## src/rtl/rnd_pkg.sv

```systemverilog
`timescale 1ns/1ps
package rnd_pkg;
    typedef enum logic {POLY_SHORT = 1'b0, POLY_LONG = 1'b1} poly_e;
    localparam int SHORT_LEN = 6;
    localparam int SHORT_TAP = 5;
    localparam int LONG_LEN  = 15;
    localparam int LONG_TAP  = 14;
endpackage

```

## src/rtl/rnd_seed_fix.sv

```systemverilog
`timescale 1ns/1ps
module rnd_seed_fix
    import rnd_pkg::*;
#(
    parameter int SHORT_LEN = rnd_pkg::SHORT_LEN,
    parameter int LONG_LEN  = rnd_pkg::LONG_LEN
) (
    input  poly_e               sel,
    input  logic [LONG_LEN-1:0] seed,
    output logic [LONG_LEN-1:0] fixed
);
    localparam logic [LONG_LEN-1:0] MASK_S = LONG_LEN'((1 << SHORT_LEN) - 1);
    localparam logic [LONG_LEN-1:0] MASK_L = '1;

    logic [LONG_LEN-1:0] mask;
    logic [LONG_LEN-1:0] used;

    always_comb begin
        mask  = (sel == POLY_LONG) ? MASK_L : MASK_S;
        used  = seed & mask;
        fixed = (used == '0) ? mask : used;
    end

    always_comb begin
        assert (fixed != '0) else $error("p_seed_nonzero_r4");
    end
endmodule

```

## src/rtl/rnd_lfsr.sv

```systemverilog
`timescale 1ns/1ps
module rnd_lfsr
    import rnd_pkg::*;
#(
    parameter int SHORT_LEN = rnd_pkg::SHORT_LEN,
    parameter int SHORT_TAP = rnd_pkg::SHORT_TAP,
    parameter int LONG_LEN  = rnd_pkg::LONG_LEN,
    parameter int LONG_TAP  = rnd_pkg::LONG_TAP
) (
    input  logic                clk,
    input  logic                rst_n,
    input  logic                load,
    input  poly_e               load_sel,
    input  logic [LONG_LEN-1:0] load_val,
    input  logic                step,
    output logic                fb
);
    localparam int W = LONG_LEN;
    localparam logic [W-1:0] MASK_S = W'((1 << SHORT_LEN) - 1);
    localparam logic [W-1:0] MASK_L = '1;

    typedef struct packed {
        logic [W-1:0] st;
        poly_e        sel;
    } lfsr_t;

    lfsr_t d, q;
    logic [W-1:0] cur_st;
    poly_e        cur_sel;

    always_comb begin
        cur_st  = load ? load_val : q.st;
        cur_sel = load ? load_sel : q.sel;
        if (cur_sel == POLY_LONG)
            fb = cur_st[LONG_LEN-1] ^ cur_st[LONG_TAP-1];
        else
            fb = cur_st[SHORT_LEN-1] ^ cur_st[SHORT_TAP-1];
        d.sel = cur_sel;
        d.st  = cur_st;
        if (step)
            d.st = {cur_st[W-2:0], fb} & ((cur_sel == POLY_LONG) ? MASK_L : MASK_S);
    end

    always_ff @(posedge clk or negedge rst_n) begin
        if (!rst_n) begin
            q.st  <= MASK_S;
            q.sel <= POLY_SHORT;
        end else begin
            q <= d;
        end
    end

    p_state_nonzero_r4: assert property (@(posedge clk) disable iff (!rst_n)
        q.st != '0);
    p_short_width_r1: assert property (@(posedge clk) disable iff (!rst_n)
        (q.sel == POLY_SHORT) |-> ((q.st & ~MASK_S) == '0));
    p_idle_hold_r8: assert property (@(posedge clk) disable iff (!rst_n)
        (!load && !step) |=> $stable(q.st));
    p_sel_hold_r7: assert property (@(posedge clk) disable iff (!rst_n)
        !load |=> $stable(q.sel));
endmodule

```

## src/rtl/rnd_scrambler.sv

```systemverilog
`timescale 1ns/1ps
module rnd_scrambler
    import rnd_pkg::*;
#(
    parameter int SHORT_LEN = rnd_pkg::SHORT_LEN,
    parameter int SHORT_TAP = rnd_pkg::SHORT_TAP,
    parameter int LONG_LEN  = rnd_pkg::LONG_LEN,
    parameter int LONG_TAP  = rnd_pkg::LONG_TAP
) (
    input  logic                clk,
    input  logic                rst_n,
    input  logic                cfg_enable,
    input  logic                cfg_poly_long,
    input  logic [LONG_LEN-1:0] cfg_seed,
    input  logic                frame_start,
    input  logic                in_valid,
    input  logic                in_bit,
    output logic                out_valid,
    output logic                out_bit
);
    typedef struct packed {
        logic vld;
        logic dat;
    } out_t;

    out_t d, q;
    poly_e               sel_in;
    logic [LONG_LEN-1:0] seed_fixed;
    logic                fb;

    assign sel_in = poly_e'(cfg_poly_long);

    rnd_seed_fix #(.SHORT_LEN(SHORT_LEN), .LONG_LEN(LONG_LEN)) u_seed (
        .sel   (sel_in),
        .seed  (cfg_seed),
        .fixed (seed_fixed)
    );

    rnd_lfsr #(
        .SHORT_LEN(SHORT_LEN), .SHORT_TAP(SHORT_TAP),
        .LONG_LEN(LONG_LEN),   .LONG_TAP(LONG_TAP)
    ) u_lfsr (
        .clk      (clk),
        .rst_n    (rst_n),
        .load     (frame_start),
        .load_sel (sel_in),
        .load_val (seed_fixed),
        .step     (in_valid),
        .fb       (fb)
    );

    always_comb begin
        d.vld = in_valid;
        d.dat = q.dat;
        if (in_valid)
            d.dat = cfg_enable ? (in_bit ^ fb) : in_bit;
    end

    always_ff @(posedge clk or negedge rst_n) begin
        if (!rst_n) q <= '0;
        else        q <= d;
    end

    assign out_valid = q.vld;
    assign out_bit   = q.dat;

    p_latency_r6: assert property (@(posedge clk) disable iff (!rst_n)
        in_valid |=> out_valid);
    p_idle_r6: assert property (@(posedge clk) disable iff (!rst_n)
        !in_valid |=> !out_valid);
    p_bypass_r5: assert property (@(posedge clk) disable iff (!rst_n)
        (in_valid && !cfg_enable) |=> (out_bit == $past(in_bit)));
endmodule

```

## config.mk

```make
export PLATFORM = sky130hd
export DESIGN_NAME = rnd_scrambler
export DESIGN_NICKNAME = d
export VERILOG_FILES = /design/src/rtl/rnd_pkg.sv /design/src/rtl/rnd_seed_fix.sv /design/src/rtl/rnd_lfsr.sv /design/src/rtl/rnd_scrambler.sv
export SDC_FILE = /design/constraint.sdc
export NUM_CORES = 1
export LEC_CHECK = 0
export BUFFER_PORTS_ARGS = -buffer_cell sky130_fd_sc_hd__buf_2
export CAP_MARGIN = 20
export CORE_MARGIN = 5
export CORE_UTILIZATION = 40
export CTS_CLUSTER_DIAMETER = 120
export DETAILED_ROUTE_END_ITERATION = 6
export GPL_TIMING_DRIVEN = 0
export PLACE_DENSITY_LB_ADDON = 0.08
export SLEW_MARGIN = 20
export SYNTH_ARGS = -nofsm -noshare
export SYNTH_HDL_FRONTEND = slang
export SYNTH_HIERARCHICAL = 1
export SYNTH_SLANG_ARGS = --single-unit
```

## constraint.sdc

```tcl
create_clock -name clk -period 1.2 [get_ports clk]
set_input_delay 0.06 -clock clk [delete_from_list [all_inputs] [get_ports clk]]
set_output_delay 0.06 -clock clk [all_outputs]
set_load 0.1 [all_outputs]
```

### Yosys cells after proc, flatten, opt, wreduce, memory -nomap -nowiden

Cells that the tools add are included.

* register bits after elaboration: 18
* output and inout port bits: 2

* muxes and demuxes: 8
* bitwise operators: 5
* reduce and logical (&&, ||, !) cells: 1

Operators with widths (number)
* 2-to-1 mux 15 bit: 5
* AND 15 bit: 2
* logical NOT 15 bit: 1
* 2-to-1 mux 1 bit: 3
* XOR 1 bit: 3

### Logic depth before layout (Yosys ltp)

* depth in word-level cells: 9
* depth in mapped cells: 9

### Modules after synthesis

The synthesis kept the hierarchy.

By module, submodules not included
* rnd_lfsr: times used 1, cells each 76, area each 875.8 um^2, sequential area each 407.9 um^2
* rnd_seed_fix: times used 1, cells each 24, area each 180.2 um^2, sequential area each 0.0 um^2
* rnd_scrambler: times used 1, cells each 6, area each 77.6 um^2, sequential area each 50.0 um^2

### Least setup slack after synthesis

No wires, ideal clock.

* path kind: input port to flip-flop
* start point: input port cfg_seed[10]
* end point: register q, in the netlist out_bit
* library setup time: 82 ps
* data arrival time: 1759 ps
* slack: -641 ps
* cell stages on the path: 8
* path through: or4_1 -> o21a_1 -> o21bai_1 -> xor2_1 -> a32oi_1 -> nand3_1 -> a21bo_1 -> a31oi_1

* word-level cells in the longest chain between the ends: 8
* elaborated cells on any way between the ends: 9
* those cells by class: mux (4); bitwise (4); reduce/logical (1)

RTL lines
* start, declared: RTL line rnd_scrambler.sv:14 `input logic [LONG_LEN-1:0] cfg_seed,`
* AND 15 bit: RTL line rnd_seed_fix.sv:20 `used = seed & mask;`
* logical NOT 15 bit: RTL line rnd_seed_fix.sv:21 `fixed = (used == '0) ? mask : used;`
* 2-to-1 mux 15 bit: RTL line rnd_seed_fix.sv:21
* net seed_fixed[5]: RTL line rnd_scrambler.sv:28 `logic [LONG_LEN-1:0] seed_fixed;`
* 2-to-1 mux 15 bit: RTL line rnd_lfsr.sv:32 `cur_st = load ? load_val : q.st;`
* XOR 1 bit: RTL line rnd_lfsr.sv:37 `fb = cur_st[SHORT_LEN-1] ^ cur_st[SHORT_TAP-1];`
* 2-to-1 mux 1 bit: RTL line rnd_lfsr.sv:34 `if (cur_sel == POLY_LONG)`
* net fb: RTL line rnd_scrambler.sv:29 `logic fb;`
* XOR 1 bit: RTL line rnd_scrambler.sv:56 `d.dat = cfg_enable ? (in_bit ^ fb) : in_bit;`
* 2-to-1 mux 1 bit: RTL line rnd_scrambler.sv:56
* end signal, assigned: RTL line rnd_scrambler.sv:60 `if (!rst_n) q <= '0;`
* end signal, assigned: RTL line rnd_scrambler.sv:61 `else q <= d;`
* end, declared: RTL line rnd_scrambler.sv:26 `out_t d, q;`

The timed path passes the listed nets, and every way through them passes these cells.
A chain may end at the register's enable or synchronous reset.

### Worst setup path after layout

Ends and elaborated chain as after synthesis.

==> results.md <==
* Clk buf depth at 2
* Rel. slew slack at 0.594
* WS Path Type: in -> reg
* Cells after Synth at 106
* Share of cells above drive strength 1 at 0.531
* Final TNS setup at -3.05 ns
* Worst Tran Pin Value at 0.610 ns
* CTS Sinks at 18
* Placed instance count at 160
* Rows at 19
* Worst VDD drop at 0.000907 V
* Crit-path max FO at 4
* Grt total ovfl at 0
* Die height at 63.2 um
* Final ANT Viol Nets at 0
* Leakage at 0.684 nW
* Initial DRT Pass Iterations at 4
* Pin count of the biggest net entering global routing at 19
* Post-detail-place hpwl at 1.91 mm
* Critical path arrival at 1.86 ns
* P per Cell Area at 1040 nW/um^2
* Post-route setup slack at -0.433 ns
* Most frequent cell after synthesis: dfrtp_1
* Yosys reg bits at 18
* Worst Hold Class: in -> reg
* Clock Latency Late Sink at 0.29 ns
* Post-synth EDFFs at 0
* First-pass GRT wire length at 4.59 mm
* FILL cells at 255
* Routability cong. at 0.800
* DR vias at 965
* DP Area at 1290 um^2
* Slowest-stage cell, CP: or4_4
* Minimum clock period at 1.63 ns
* TritonCTS clock tree: built
* Syn nets at 128
* Hold path depth at 3
* Synth cell types at 29
* Sequential share of the synthesized area at 0.404
* Reg2Reg Depth at 5
* Die width at 63.2 um
* Critical Path RT at 1.42 ns
* Outcome: finished, violations left
* Design Power at 1.61 mW
* Final setup violation count at 14
* Wire length per cell at 16.1 um
* Vias in the first global route at 1,003
* Max-slew violation count at 0
* Most common library cells after synthesis: 12 x dfrtp_1, 10 x nor2_1, 10 x o21a_1
* Crit-path max cell delay at 0.54 ns
* Diode count at 0
* Synth top area share at 0.265
* Post-Syn Area at 1130 um^2
* Post-route cell area at 1550 um^2
* Core area at 2730 um^2
* H-tree depth at 1
* Post-route DRC at 0
* Hold Violations, Final at 0
* Syn avg cell area at 10.7 um^2
* Initial antenna violation count at 0
* CP startpoint kind: primary input
* Peak Freq at 612 MHz
* Via-to-Cell Ratio at 5.48
* Root buf cell: clkbuf_4
* Port bufs at 23
* Tcrit/Tclk final at 1.36
* Synth Warn # at 6
* Crit-path cells: buf_6 > or4_4 > o21a_4 > o21bai_4 > xor2_1 > a32oi_2 > nand3_2 > a21bo_1 > a31oi_1
* I/O pin cnt at 24
* Cell Count, Final, Fillers Out at 176
* Max_cap viols at 0
* WHS at 0.0208 ns
* Layout Nets at 168
* Synth top area cells: dfrtp_1 26%, dfstp_2 14%, mux4_2 9.9%, mux2_1 7.0%, o21a_1 6.6%
* Final wirelength at 2.83 mm
* Area leader, netlist: dfrtp_1
* Fin Clk Skew at 0.00399 ns
* RSZ-0062 raised after global routing: true
* Failing checks: negative setup slack
* Crit path capture type: flip-flop
* Die area at 4000 um^2
* Commonest register cell after synthesis: dfrtp_1
* Initial DRC count at 57
* TritonCTS buffer count at 3
* Area growth syn-to-layout at 37.1%
* All-Layer GR Usage at 0.143
* Clock-pin transition on the worst setup and hold timing paths at 0.11 ns
* Starting Density at 0.415
* Asr flop ratio synth at 1.00
cell families (layout without fill, tap and decap cells):
logic type                after synthesis  after routing  synth area share
AOI/OAI and AO/OA                      31             31             0.189
xor gates and xnor gates                4              4            0.0309
muxes                                  16             16             0.208
buffers and inverters                   8             47            0.0441
and+or+nand+nor                        29             29             0.125
DFF                                    18             18             0.404
where the power goes:
group          switching [mW]  internal [mW]
combinational           0.242          0.241
clock                   0.202          0.185
sequential             0.0382          0.701
total                   0.482           1.13
critical path, delay by kind of cell:
kind / cells / cell delay (ns)
AND/OR/NAND/NOR: 2 / 0.65
buffers and inverters: 1 / 0.09
XOR/XNOR: 1 / 0.10
AO/OA/AOI/OAI: 5 / 0.94
routing by layer:
| metal | GRT usage | vias up | part of all wire |
|---|---|---|---|
| met4 | 0.0597 | 0 | 0.0057 |
| met2 | 0.227 | 23 | 0.50 |
| met3 | 0.0391 | 2 | 0.053 |
| met5 | 0 | - | 0 |
| met1 | 0.184 | 471 | 0.44 |
| li1 | - | 469 | - |
state kept, by name, indices dropped and copies added (netlist names):
signal and count:
out_bit 1, out_valid 1, u_lfsr/q 16
cells in the final DEF, fill, tap and decap left out, types with 2 or more instances in the layout:
master / n
o21bai_1: 2
nand2_1: 7
a21oi_1: 4
a211oi_1: 2
dfrtp_1: 12
nand3_1: 2
dfstp_2: 6
buf_2: 21
or4_4: 2
clkbuf_4: 3
a21oi_2: 4
mux2_1: 2
mux4_2: 5
clkbuf_1: 2
nand2_2: 2
xor2_1: 4
o21bai_4: 3
buf_6: 5
nor2_1: 10
nand3b_1: 2
buf_4: 11
mux2_2: 2
dlygate4sd3_1: 2
o21a_1: 9
mux2_4: 6
worst paths after layout:
| path | from | end | slack, ns |
|---|---|---|---|
| max | cfg_seed[10] | out_bit$_DFFE_PN0P_ | -0.43 |
| max in group asynchronous | rst_n | u_lfsr/q[1]$_DFF_PN1_ | 0.65 |
| min reg2reg | out_bit$_DFFE_PN0P_ | out_bit$_DFFE_PN0P_ | 0.56 |
| min | in_valid | out_bit$_DFFE_PN0P_ | 0.02 |
| min in group asynchronous | rst_n | u_lfsr/q[9]$_DFF_PN0_ | 0.22 |
| max reg2reg | u_lfsr/q[6]$_DFF_PN1_ | out_bit$_DFFE_PN0P_ | -0.16 |
metrics by stage:
stage                     setup slack (ns)   util
after floorplan                     -0.613      -
after global placement              -0.922  0.472
after detailed placement            -0.942  0.472
after CTS                           -0.436  0.546
after global routing                -0.508  0.568
final                               -0.433  0.568
layout make-up:
class / instances / area [um^2] / area share
multi-input cells: 80 / 741 / 0.477
plain buffers: 7 / 47.5 / 0.0306
clock buffers: 4 / 36.3 / 0.0233
repair buffers: 35 / 229 / 0.147
inverters: 1 / 3.75 / 0.00242
flip-flops and latches: 18 / 458 / 0.295
well taps: 31 / 38.8 / 0.0250
repair_timing:
| item | 4_1_cts | 5_1_grt |
|---|---|---|
| endpoints found under the hold margin | 14 | 0 |
| resized for setup | 21 | 8 |
| setup endpoints to repair | 14 | 14 |
| hold buffers | 2 | 0 |
| cloned | 0 | 0 |
| pin swaps | 17 | 9 |
| buffers inserted | 7 | 3 |
No activity file was read; power rests on OpenSTA's default activity.
